===== src/rtl/pps_cal_pkg.sv =====
package pps_cal_pkg;
  localparam int ST_GAP = 0;
  localparam int ST_RNG = 1;
  localparam int ST_CLP = 2;
  localparam int ST_W   = 3;

  typedef enum logic [2:0] {
    EV_IDLE,
    EV_ARM,
    EV_COUNT,
    EV_GAP_ERR,
    EV_CLOSE
  } pulse_ev_t;
endpackage


===== src/rtl/pps_gap_check.sv =====
module pps_gap_check #(
  parameter int CNT_W     = 16,
  parameter int NOM_TICKS = 1000,
  parameter int GAP_TOL   = 100
) (
  input  logic [CNT_W-1:0] cur,
  input  logic [CNT_W-1:0] prev,
  output logic             gap_ok
);
  localparam logic [CNT_W-1:0] LO = CNT_W'(NOM_TICKS - GAP_TOL);
  localparam logic [CNT_W-1:0] HI = CNT_W'(NOM_TICKS + GAP_TOL);

  logic [CNT_W-1:0] gap;

  // modulo subtraction absorbs counter wrap
  assign gap    = cur - prev;
  assign gap_ok = (gap >= LO) && (gap <= HI);
endmodule


===== src/rtl/pps_interval_ctl.sv =====
module pps_interval_ctl
  import pps_cal_pkg::*;
#(
  parameter int CNT_W   = 16,
  parameter int EXP_W   = 3,
  parameter int MIN_EXP = 2,
  parameter int MAX_EXP = 5
) (
  input  logic             clk,
  input  logic             rst,
  input  logic             pulse_vld,
  input  logic [CNT_W-1:0] sample,
  input  logic             gap_ok,
  input  logic             accept,
  input  logic [EXP_W-1:0] max_exp,
  output pulse_ev_t        ev,
  output logic [EXP_W-1:0] exp_q,
  output logic [CNT_W-1:0] start_q,
  output logic [CNT_W-1:0] prev_q
);
  localparam int CW = MAX_EXP + 1;
  localparam logic [EXP_W-1:0] MINE = EXP_W'(MIN_EXP);
  localparam logic [EXP_W-1:0] MAXE = EXP_W'(MAX_EXP);

  logic          armed_q;
  logic [CW-1:0] cnt_q;
  logic [CW-1:0] cnt_inc;
  logic [CW-1:0] len;
  logic [EXP_W-1:0] cap;
  logic [EXP_W-1:0] exp_nxt;

  assign cnt_inc = cnt_q + CW'(1);
  assign len     = CW'(1) << exp_q;

  always_comb begin
    if (max_exp < MINE)      cap = MINE;
    else if (max_exp > MAXE) cap = MAXE;
    else                     cap = max_exp;
    exp_nxt = (exp_q >= cap) ? cap : exp_q + EXP_W'(1);
  end

  always_comb begin
    if (!pulse_vld)        ev = EV_IDLE;
    else if (!armed_q)     ev = EV_ARM;
    else if (!gap_ok)      ev = EV_GAP_ERR;
    else if (cnt_inc == len) ev = EV_CLOSE;
    else                   ev = EV_COUNT;
  end

  always_ff @(posedge clk) begin
    if (rst) begin
      armed_q <= 1'b0;
      cnt_q   <= '0;
      exp_q   <= MINE;
      start_q <= '0;
      prev_q  <= '0;
    end else begin
      unique case (ev)
        EV_ARM, EV_GAP_ERR: begin
          armed_q <= 1'b1;
          prev_q  <= sample;
          start_q <= sample;
          cnt_q   <= '0;
          exp_q   <= MINE;
        end
        EV_COUNT: begin
          prev_q <= sample;
          cnt_q  <= cnt_inc;
        end
        EV_CLOSE: begin
          prev_q  <= sample;
          start_q <= sample;
          cnt_q   <= '0;
          exp_q   <= accept ? exp_nxt : MINE;
        end
        default: ;
      endcase
    end
  end
endmodule


===== src/rtl/pps_freq_step.sv =====
module pps_freq_step #(
  parameter int CNT_W       = 16,
  parameter int EXP_W       = 3,
  parameter int FREQ_W      = 16,
  parameter int WND_W       = 8,
  parameter int NOM_TICKS   = 1000,
  parameter int RANGE_TICKS = 50,
  parameter int STEP_MAX    = 10
) (
  input  logic [CNT_W-1:0]         diff,
  input  logic [EXP_W-1:0]         exp_k,
  input  logic signed [FREQ_W-1:0] freq,
  input  logic [WND_W-1:0]         wander,
  output logic                     in_range,
  output logic                     clamped,
  output logic signed [FREQ_W-1:0] freq_nxt,
  output logic [WND_W-1:0]         wander_nxt
);
  localparam int AW = ((CNT_W > FREQ_W) ? CNT_W : FREQ_W) + 3;
  localparam logic signed [AW-1:0] NOM_S = AW'(NOM_TICKS);
  localparam logic signed [AW-1:0] RNG_S = AW'(RANGE_TICKS);
  localparam logic signed [AW-1:0] CLP_S = AW'(STEP_MAX);

  logic [CNT_W-1:0]       quo;
  logic signed [AW-1:0]   meas;
  logic signed [AW-1:0]   step;
  logic signed [AW-1:0]   step_c;
  logic [WND_W-1:0]       mag;

  // power-of-two interval: the division is a shift
  assign quo  = diff >> exp_k;
  assign meas = $signed({{(AW-CNT_W){1'b0}}, quo}) - NOM_S;
  assign in_range = (meas <= RNG_S) && (meas >= -RNG_S);
  assign step = meas - $signed({{(AW-FREQ_W){freq[FREQ_W-1]}}, freq});

  always_comb begin
    clamped = 1'b1;
    if (step > CLP_S)       step_c = CLP_S;
    else if (step < -CLP_S) step_c = -CLP_S;
    else begin
      step_c  = step;
      clamped = 1'b0;
    end
  end

  assign freq_nxt = freq + FREQ_W'(step_c);
  assign mag = step_c[AW-1] ? WND_W'(-step_c) : WND_W'(step_c);

  always_comb begin
    if (mag >= wander) wander_nxt = wander + ((mag - wander) >> 2);
    else               wander_nxt = wander - ((wander - mag) >> 2);
  end
endmodule


===== src/rtl/pps_freq_cal.sv =====
module pps_freq_cal
  import pps_cal_pkg::*;
#(
  parameter int CNT_W       = 16,
  parameter int FREQ_W      = 16,
  parameter int WND_W       = 8,
  parameter int CTR_W       = 8,
  parameter int NOM_TICKS   = 1000,
  parameter int GAP_TOL     = 100,
  parameter int RANGE_TICKS = 50,
  parameter int STEP_MAX    = 10,
  parameter int MAX_EXP     = 5,
  parameter int EXP_W       = $clog2(MAX_EXP + 1)
) (
  input  logic                     clk,
  input  logic                     rst,
  input  logic                     pulse_vld,
  input  logic [CNT_W-1:0]         cnt_sample,
  input  logic [EXP_W-1:0]         max_exp,
  input  logic                     freq_en,
  output logic signed [FREQ_W-1:0] pps_freq,
  output logic signed [FREQ_W-1:0] clk_freq,
  output logic [WND_W-1:0]         wander_stat,
  output logic [ST_W-1:0]          status,
  output logic [CTR_W-1:0]         err_cnt,
  output logic [CTR_W-1:0]         wander_cnt
);
  localparam int MIN_EXP = 2;

  pulse_ev_t               ev;
  logic                    gap_ok;
  logic                    in_range;
  logic                    clamped;
  logic [EXP_W-1:0]        exp_q;
  logic [CNT_W-1:0]        start_q;
  logic [CNT_W-1:0]        prev_q;
  logic [CNT_W-1:0]        diff;
  logic signed [FREQ_W-1:0] freq_nxt;
  logic [WND_W-1:0]        wander_nxt;

  assign diff = cnt_sample - start_q;

  pps_gap_check #(
    .CNT_W(CNT_W), .NOM_TICKS(NOM_TICKS), .GAP_TOL(GAP_TOL)
  ) u_gap (
    .cur(cnt_sample), .prev(prev_q), .gap_ok(gap_ok)
  );

  pps_interval_ctl #(
    .CNT_W(CNT_W), .EXP_W(EXP_W), .MIN_EXP(MIN_EXP), .MAX_EXP(MAX_EXP)
  ) u_ivl (
    .clk(clk), .rst(rst), .pulse_vld(pulse_vld), .sample(cnt_sample),
    .gap_ok(gap_ok), .accept(in_range), .max_exp(max_exp),
    .ev(ev), .exp_q(exp_q), .start_q(start_q), .prev_q(prev_q)
  );

  pps_freq_step #(
    .CNT_W(CNT_W), .EXP_W(EXP_W), .FREQ_W(FREQ_W), .WND_W(WND_W),
    .NOM_TICKS(NOM_TICKS), .RANGE_TICKS(RANGE_TICKS), .STEP_MAX(STEP_MAX)
  ) u_step (
    .diff(diff), .exp_k(exp_q), .freq(pps_freq), .wander(wander_stat),
    .in_range(in_range), .clamped(clamped),
    .freq_nxt(freq_nxt), .wander_nxt(wander_nxt)
  );

  always_ff @(posedge clk) begin
    if (rst) begin
      pps_freq    <= '0;
      wander_stat <= '0;
      status      <= '0;
      err_cnt     <= '0;
      wander_cnt  <= '0;
    end else if (ev != EV_IDLE) begin
      status <= '0;
      if (ev == EV_GAP_ERR) begin
        status[ST_GAP] <= 1'b1;
        err_cnt        <= err_cnt + CTR_W'(1);
      end else if (ev == EV_CLOSE) begin
        if (!in_range) begin
          status[ST_RNG] <= 1'b1;
          err_cnt        <= err_cnt + CTR_W'(1);
        end else begin
          pps_freq    <= freq_nxt;
          wander_stat <= wander_nxt;
          if (clamped) begin
            status[ST_CLP] <= 1'b1;
            wander_cnt     <= wander_cnt + CTR_W'(1);
          end
        end
      end
    end
  end

  always_ff @(posedge clk) begin
    if (rst) clk_freq <= '0;
    else     clk_freq <= freq_en ? pps_freq : '0;
  end
endmodule


===== config.mk =====
export PLATFORM = sky130hd
export DESIGN_NAME = pps_freq_cal
export DESIGN_NICKNAME = d
export VERILOG_FILES = /design/src/rtl/pps_cal_pkg.sv /design/src/rtl/pps_gap_check.sv /design/src/rtl/pps_interval_ctl.sv /design/src/rtl/pps_freq_step.sv /design/src/rtl/pps_freq_cal.sv
export SDC_FILE = /design/constraint.sdc
export NUM_CORES = 1
export LEC_CHECK = 0
export BUFFER_PORTS_ARGS = -buffer_cell sky130_fd_sc_hd__buf_4
export CAP_MARGIN = 10
export CORE_MARGIN = 1.5
export CORE_UTILIZATION = 38
export CTS_BUF_LIST = sky130_fd_sc_hd__clkbuf_2
export DETAILED_ROUTE_END_ITERATION = 10
export GPL_ROUTABILITY_DRIVEN = 1
export SYNTH_ARGS = -nofsm -noshare
export SYNTH_HDL_FRONTEND = slang
export SYNTH_SLANG_ARGS = --single-unit

===== constraint.sdc =====
create_clock -name clk -period 14.37 [get_ports clk]
set_input_delay 0.7185 -clock clk [delete_from_list [all_inputs] [get_ports clk]]
set_output_delay 0.7185 -clock clk [all_outputs]
set_load 0.03 [all_outputs]

==> flow_metrics.py, run 1 <==
metrics = {
    "logic_synthesis": {
        "synthCells": 1359,
        "synth_flop_cell": "dfxtp_1",
        "yosys.area.top_type": "dfxtp_1",
        "synth_area_leaders": "dfxtp_1 (19%), ha_1 (12%), nor2_1 (6.0%)",
        "synth-edff-count": 0,
        "synth_area_mm2": 0.0104,
        "yosys_warnings": 0,
        "ys_types": 106,
        "syn_nets": 1487,
        "synth_top_cell_area_share_pct": 19.4,
        "ys_async_sr_fraction_pct": 0,
        "avgSynthCellArea_um2": 7.67,
        "seq_area_frac_synth_pct": 19.4,
        "synth_seq_cells": 101,
    },
    "global_route": {
        "overflow": 0,
        "grt_pass1_wl_mm": 44.9,
        "grt_usage_pct": 19.1,
        "grt_max_degree": 87,
        "grt_antenna_before_repair": 1,
        "grt_pass1_vias": 8942,
    },
    "route": {
        "wirelength_mm": 26.8,
        "dr.pass1.iters": 5,
        "wl_per_cell_um": 15.4,
        "avgViaCountPerCell": 5.49,
        "drc_errors": 0,
        "first_iter_violations": 541,
        "vias": 9577,
        "ant_nets": 0,
    },
    "pwr": {
        "clockPowerShare_pct": 10.3,
        "switchingPower_mw": 0.751,
        "intPower_mw": 0.738,
        "switching_share_pct": 50.4,
        "power_density_mw_per_mm2": 131,
        "comb_power_share_pct": 70.2,
        "seqPwrFrac_pct": 19.6,
        "p_leak_nw": 4.64,
        "vdd_drop_max_mv": 0.0771,
    },
    "critical_path": {
        "max_stage_delay_ns": 1.04,
        "crit_type": "flip-flop to flip-flop",
        "required_ns": 15.03,
        "slowest_stage": "dfxtp_1",
        "crit_top_cell": "a21o_1",
        "worstPathArrival_ns": 12.79,
        "critical-path-top-delay-family": "compound AO/OA/AOI/OAI gates",
        "crit_fanout": 27,
        "crit_buf_inv": 3,
        "cp-end-kind": "flip-flop",
        "startpoint_type": "flip-flop",
    },
    "clock_tree": {
        "clockRootBuffer": "clkbuf_2",
        "clock_sinks": 101,
        "path_clk_slew_ns": 0.37,
        "tritoncts": "done",
        "post-cts-setup-buffer-count": 0,
        "clk_latency_ns": 0.70,
        "numCtsBuffers": 9,
        "cts.htree.levels": 3,
        "cts_buffer_depth": 2,
        "cts_resized": 0,
        "cts_hold_buf": 0,
    },
    "floorplan": {
        "fp.dieW_um": 169,
        "die-height_um": 169,
        "core_area_mm2": 0.0270,
        "dieArea_mm2": 0.0284,
        "ioPinCount": 82,
        "initial_core_util_pct": 38.7,
        "num_rows": 60,
    },
    "layout": {
        "fillers": 2795,
        "final_nets": 1525,
        "final_cell_mix": "nor2_1 (167), inv_1 (110), dfxtp_1 (101)",
        "area_delta_synth_final_pct": 8.87,
        "drive_above_1_share_pct": 11.3,
        "multi_input_area_mm2": 0.00772,
        "layout_commonest_cell": "nor2_1",
        "seq_area_mm2": 0.00202,
    },
    "placement": {
        "hpwlAfterDp_mm": 20.8,
        "port_buffers": 81,
        "place_congestion": 0.921,
    },
    "sta": {
        "worstMarginPinSlew_ns": 1.03,
        "fmax_ghz": 0.0825,
        "finClkSkew_ns": 0.0618,
        "report.final.slew_viol_count": 0,
        "finalHoldViolCount": 0,
        "fin_crit_ns": 12.12,
        "hold_ws_ns": 0.261,
        "maxSlewHeadroom_pct": 31.4,
        "fin_crit_sh_pct": 84.4,
        "setup_viol": 0,
        "rsz0062_at_grt": "no",
        "fin_tns_setup_ns": 0,
    },
    "flow_run": {
        "max_cap_violations": 0,
    },
    "run_status": {
        "status": "finished clean",
    },
    "min_path": {
        "hold_class": "input pin to flip-flop",
    },
}
[cells by family after synthesis]
logic type | after synthesis | share of synthesized area (%)
buffers and inverters | 170 | 6.58
adder cells (fa/ha/maj) | 106 | 13.1
flip-flops | 101 | 19.4
XOR/XNOR | 86 | 7.30
AND/OR/NAND/NOR | 474 | 22.8
multiplexers | 72 | 7.32
AO/OA/AOI/OAI | 350 | 23.5
[state kept, by name, summed over array words and instances (netlist names)]
register       cells
u_ivl.exp_q        3
err_cnt            8
wander_cnt         8
wander_stat        8
clk_freq          16
status             3
pps_freq          16
u_ivl.cnt_q        6
u_ivl.start_q     16
u_ivl.armed_q      1
u_ivl.prev_q      16
[power by group through the flow]
| stage | sequential (mW) | clock (mW) | combinational (mW) |
|---|---|---|---|
| 2_1_floorplan | 0.296 | 0 | 0.832 |
| 3_3_place_gp | 0.296 | 0 | 1.03 |
| 3_5_place_dp | 0.296 | 0 | 1.03 |
| 4_1_cts | 0.292 | 0.162 | 1.04 |
| 5_1_grt | 0.293 | 0.168 | 1.17 |
| 6_report | 0.291 | 0.153 | 1.04 |
[per-layer routing]
metal / global-route usage, % / routed length [um] / vias to the layer above
li1: - / - / 4925
met1: 26.0 / 13100 / 4451
met2: 32.0 / 12400 / 170
met3: 2.10 / 863 / 31
met4: 5.47 / 490 / 0
met5: 0 / 0 / -
[path summary, 6_finish.rpt]
kind	startpoint	endpoint	slack (ns)	depth (start not counted)
max	u_ivl.exp_q[1]	wander_stat[7]	2.25	46
min	cnt_sample[0]	u_ivl.prev_q[0]	0.26	3
max reg2reg	u_ivl.exp_q[1]	wander_stat[7]	2.25	46
min reg2reg	status[1]	status[1]	0.48	2
[synthesized netlist by cell type (9+ instances only)]
library cell and instances:
nand2b_1 19, a21oi_1 91, mux2i_1 62, xnor2_1 57, xor2_1 28, o31ai_1 11, o21a_1 17, nor2b_1 24
nor4_1 10, and3_1 12, clkbuf_1 38, a211oi_1 20, ha_1 100, a21o_1 17, buf_2 9, dfxtp_1 101
o211ai_1 10, nor2_1 167, inv_1 110, nor3_1 34, nand3_1 35, o21ai_0 65, nand2_1 76, or3_1 16
nand4_1 14, a31oi_1 9, and2_1 23
[final cells by class]
type	count	area share, %
Tap cell	341	3.76
Antenna cell	1	0.0221
Timing Repair Buffer	86	5.69
Sequential cell	101	17.8
Clock buffer	9	0.397
Multi-Input combinational cell	1088	68.0
Inverter	111	3.67
Clock inverter	7	0.585
[tightest hold or removal path, delay by kind of cell]
family	cells	cell delay [ns]
muxes	1	0.06
and+or+nand+nor	1	0.08
buffers and inverters	1	0.09
[metrics by stage]
step	utilization [%]	std cells	area [um2]	setup slack, ns	total power [mW]
5_1_grt	42.1	1744	11300	1.11	1.63
3_3_place_gp	41.7	1727	11200	2.18	1.33
2_1_floorplan	-	1359	10400	3.52	1.13
3_5_place_dp	41.7	1727	11200	2.01	1.33
4_1_cts	42.1	1743	11300	2.27	1.49
6_report	42.1	1744	11300	2.25	1.49
No activity file was read; power rests on OpenSTA's default activity.
==> run 2: changes to the inputs <==
==> constraint.sdc (replaced) <==
create_clock -name clk -period 11.77 [get_ports clk]
set_input_delay 0.5885 -clock clk [delete_from_list [all_inputs] [get_ports clk]]
set_output_delay 0.5885 -clock clk [all_outputs]
set_load 0.03 [all_outputs]
==> run 2 against run 1 <==
Effect of this change: clock power is 30% higher; utilization up 0.44 points; sequential share of layout area fell by 0.18 points; via count decreased by 0.11%; clock-buffer cell count grew 1; critical endpoint unchanged; largest cell class unchanged.
==> flow_metrics.py, run 2 (synthesis results as in run 1) <==
metrics = {
    "route": {
        "avgViaCountPerCell": 5.46,
        "first_iter_violations": 571,
        "dr.pass1.iters": 5,
        "drc_errors": 0,
        "wl_per_cell_um": 15.3,
        "wirelength_mm": 26.9,
        "ant_nets": 0,
        "vias": 9566,
    },
    "critical_path": {
        "cp-end-kind": "flip-flop",
        "required_ns": 12.41,
        "slowest_stage": "a211oi_1",
        "crit_type": "flip-flop to flip-flop",
        "startpoint_type": "flip-flop",
        "max_stage_delay_ns": 0.51,
        "crit_fanout": 12,
        "worstPathArrival_ns": 11.66,
    },
    "floorplan": {
        "num_rows": 60,
        "fp.dieW_um": 169,
        "core_area_mm2": 0.0270,
        "ioPinCount": 82,
        "die-height_um": 169,
        "initial_core_util_pct": 38.7,
        "dieArea_mm2": 0.0284,
    },
    "layout": {
        "area_delta_synth_final_pct": 10.0,
        "instances_no_fill": 1752,
        "drive_above_1_share_pct": 12.4,
        "fillers": 2733,
        "final_nets": 1533,
        "layout_commonest_cell": "nor2_1",
        "final_cell_mix": "nor2_1 (167), inv_1 (110), dfxtp_1 (101)",
    },
    "pwr": {
        "power_density_mw_per_mm2": 162,
        "vdd_drop_max_mv": 0.0969,
        "p_leak_nw": 4.69,
    },
    "global_route": {
        "grt_usage_pct": 18.9,
        "grt_pass1_wl_mm": 44.1,
        "grt_pass1_vias": 8740,
        "grt_max_degree": 87,
        "overflow": 0,
        "grt_antenna_before_repair": 1,
    },
    "sta": {
        "finalHoldViolCount": 0,
        "fmax_ghz": 0.0907,
        "fin_crit_ns": 11.02,
        "finClkSkew_ns": 0.0383,
        "rsz0062_at_grt": "no",
        "setup_viol": 0,
        "report.final.slew_viol_count": 0,
        "maxSlewHeadroom_pct": 31.2,
        "worstMarginPinSlew_ns": 1.03,
        "worst_slack_ns": 0.750,
        "fin_crit_sh_pct": 93.6,
        "fin_tns_setup_ns": 0,
        "hold_ws_ns": 0.119,
    },
    "placement": {
        "port_buffers": 81,
        "place_congestion": 0.898,
        "dp_cells": 1734,
        "hpwlAfterDp_mm": 20.8,
        "dpl_worst_slack_ns": 0.119,
    },
    "clock_tree": {
        "cts_hold_buf": 0,
        "tritoncts": "done",
        "cts.htree.levels": 3,
        "numCtsBuffers": 9,
        "cts_buffer_depth": 2,
        "clk_latency_ns": 0.68,
        "clockRootBuffer": "clkbuf_2",
        "clock_sinks": 101,
        "path_clk_slew_ns": 0.33,
    },
    "run_status": {
        "status": "finished clean",
    },
    "flow_run": {
        "max_cap_violations": 0,
    },
    "min_path": {
        "hold_class": "input pin to flip-flop",
    },
}
run 2: layer usage:
| layer | global-route usage, % | up-vias | share of wire (%) |
|---|---|---|---|
| met5 | 0 | - | 0 |
| met3 | 2.17 | 30 | 2.7 |
| met1 | 25.2 | 4441 | 49 |
| li1 | - | 4941 | - |
| met2 | 31.8 | 154 | 46 |
| met4 | 5.90 | 0 | 2.2 |
run 2: area by class of cell:
class                           instances  area [um2]  area share (%)
Clock buffer                           10        50.0           0.437
Inverter                              111         417            3.63
Timing Repair Buffer                   94         709            6.19
Sequential cell                       101        2020            17.6
Antenna cell                            1        2.50          0.0218
Multi-Input combinational cell       1088        7750            67.6
Tap cell                              341         427            3.72
Clock inverter                          6        82.6           0.720
run 2: path summary, 6_finish.rpt:
kind / depth (start not counted) / to / from / slack, ns
max: 51 / wander_stat[7] / u_ivl.start_q[0] / 0.75
min: 3 / u_ivl.prev_q[0] / cnt_sample[0] / 0.12
min reg2reg: 2 / status[1] / status[1] / 0.48
max reg2reg: 51 / wander_stat[7] / u_ivl.start_q[0] / 0.75
run 2: metrics by stage:
step	cell area [um2]	power, mW	utilization, %
after floorplan	10400	1.38	-
after global placement	11300	1.63	41.9
after detailed placement	11300	1.64	41.9
after CTS	11400	1.85	42.4
after global routing	11500	2.03	42.5
final	11500	1.86	42.5
run 2: worst max-delay path, delay by kind of cell, from the launching register on:
kind / cells / cell delay [ns]
mux: 1 / 0.27
flops: 1 / 0.41
simple gates: 16 / 2.79
xor+xnor: 4 / 0.48
fa+ha+maj: 7 / 2.21
compound gates: 20 / 4.34
buf+inv: 3 / 0.50
run 2: where the power goes:
part	internal (mW)	total, mW	switching (mW)
clock network	0.0548	0.199	0.144
registers	0.351	0.356	0.00436
logic	0.537	1.30	0.766
run 2: what timing repair did:
| item | in CTS | in global routing |
|---|---|---|
| setup endpoints to repair | 0 | 2 |
| setup buffers | 0 | 1 |
| gates resized for setup | 0 | 12 |
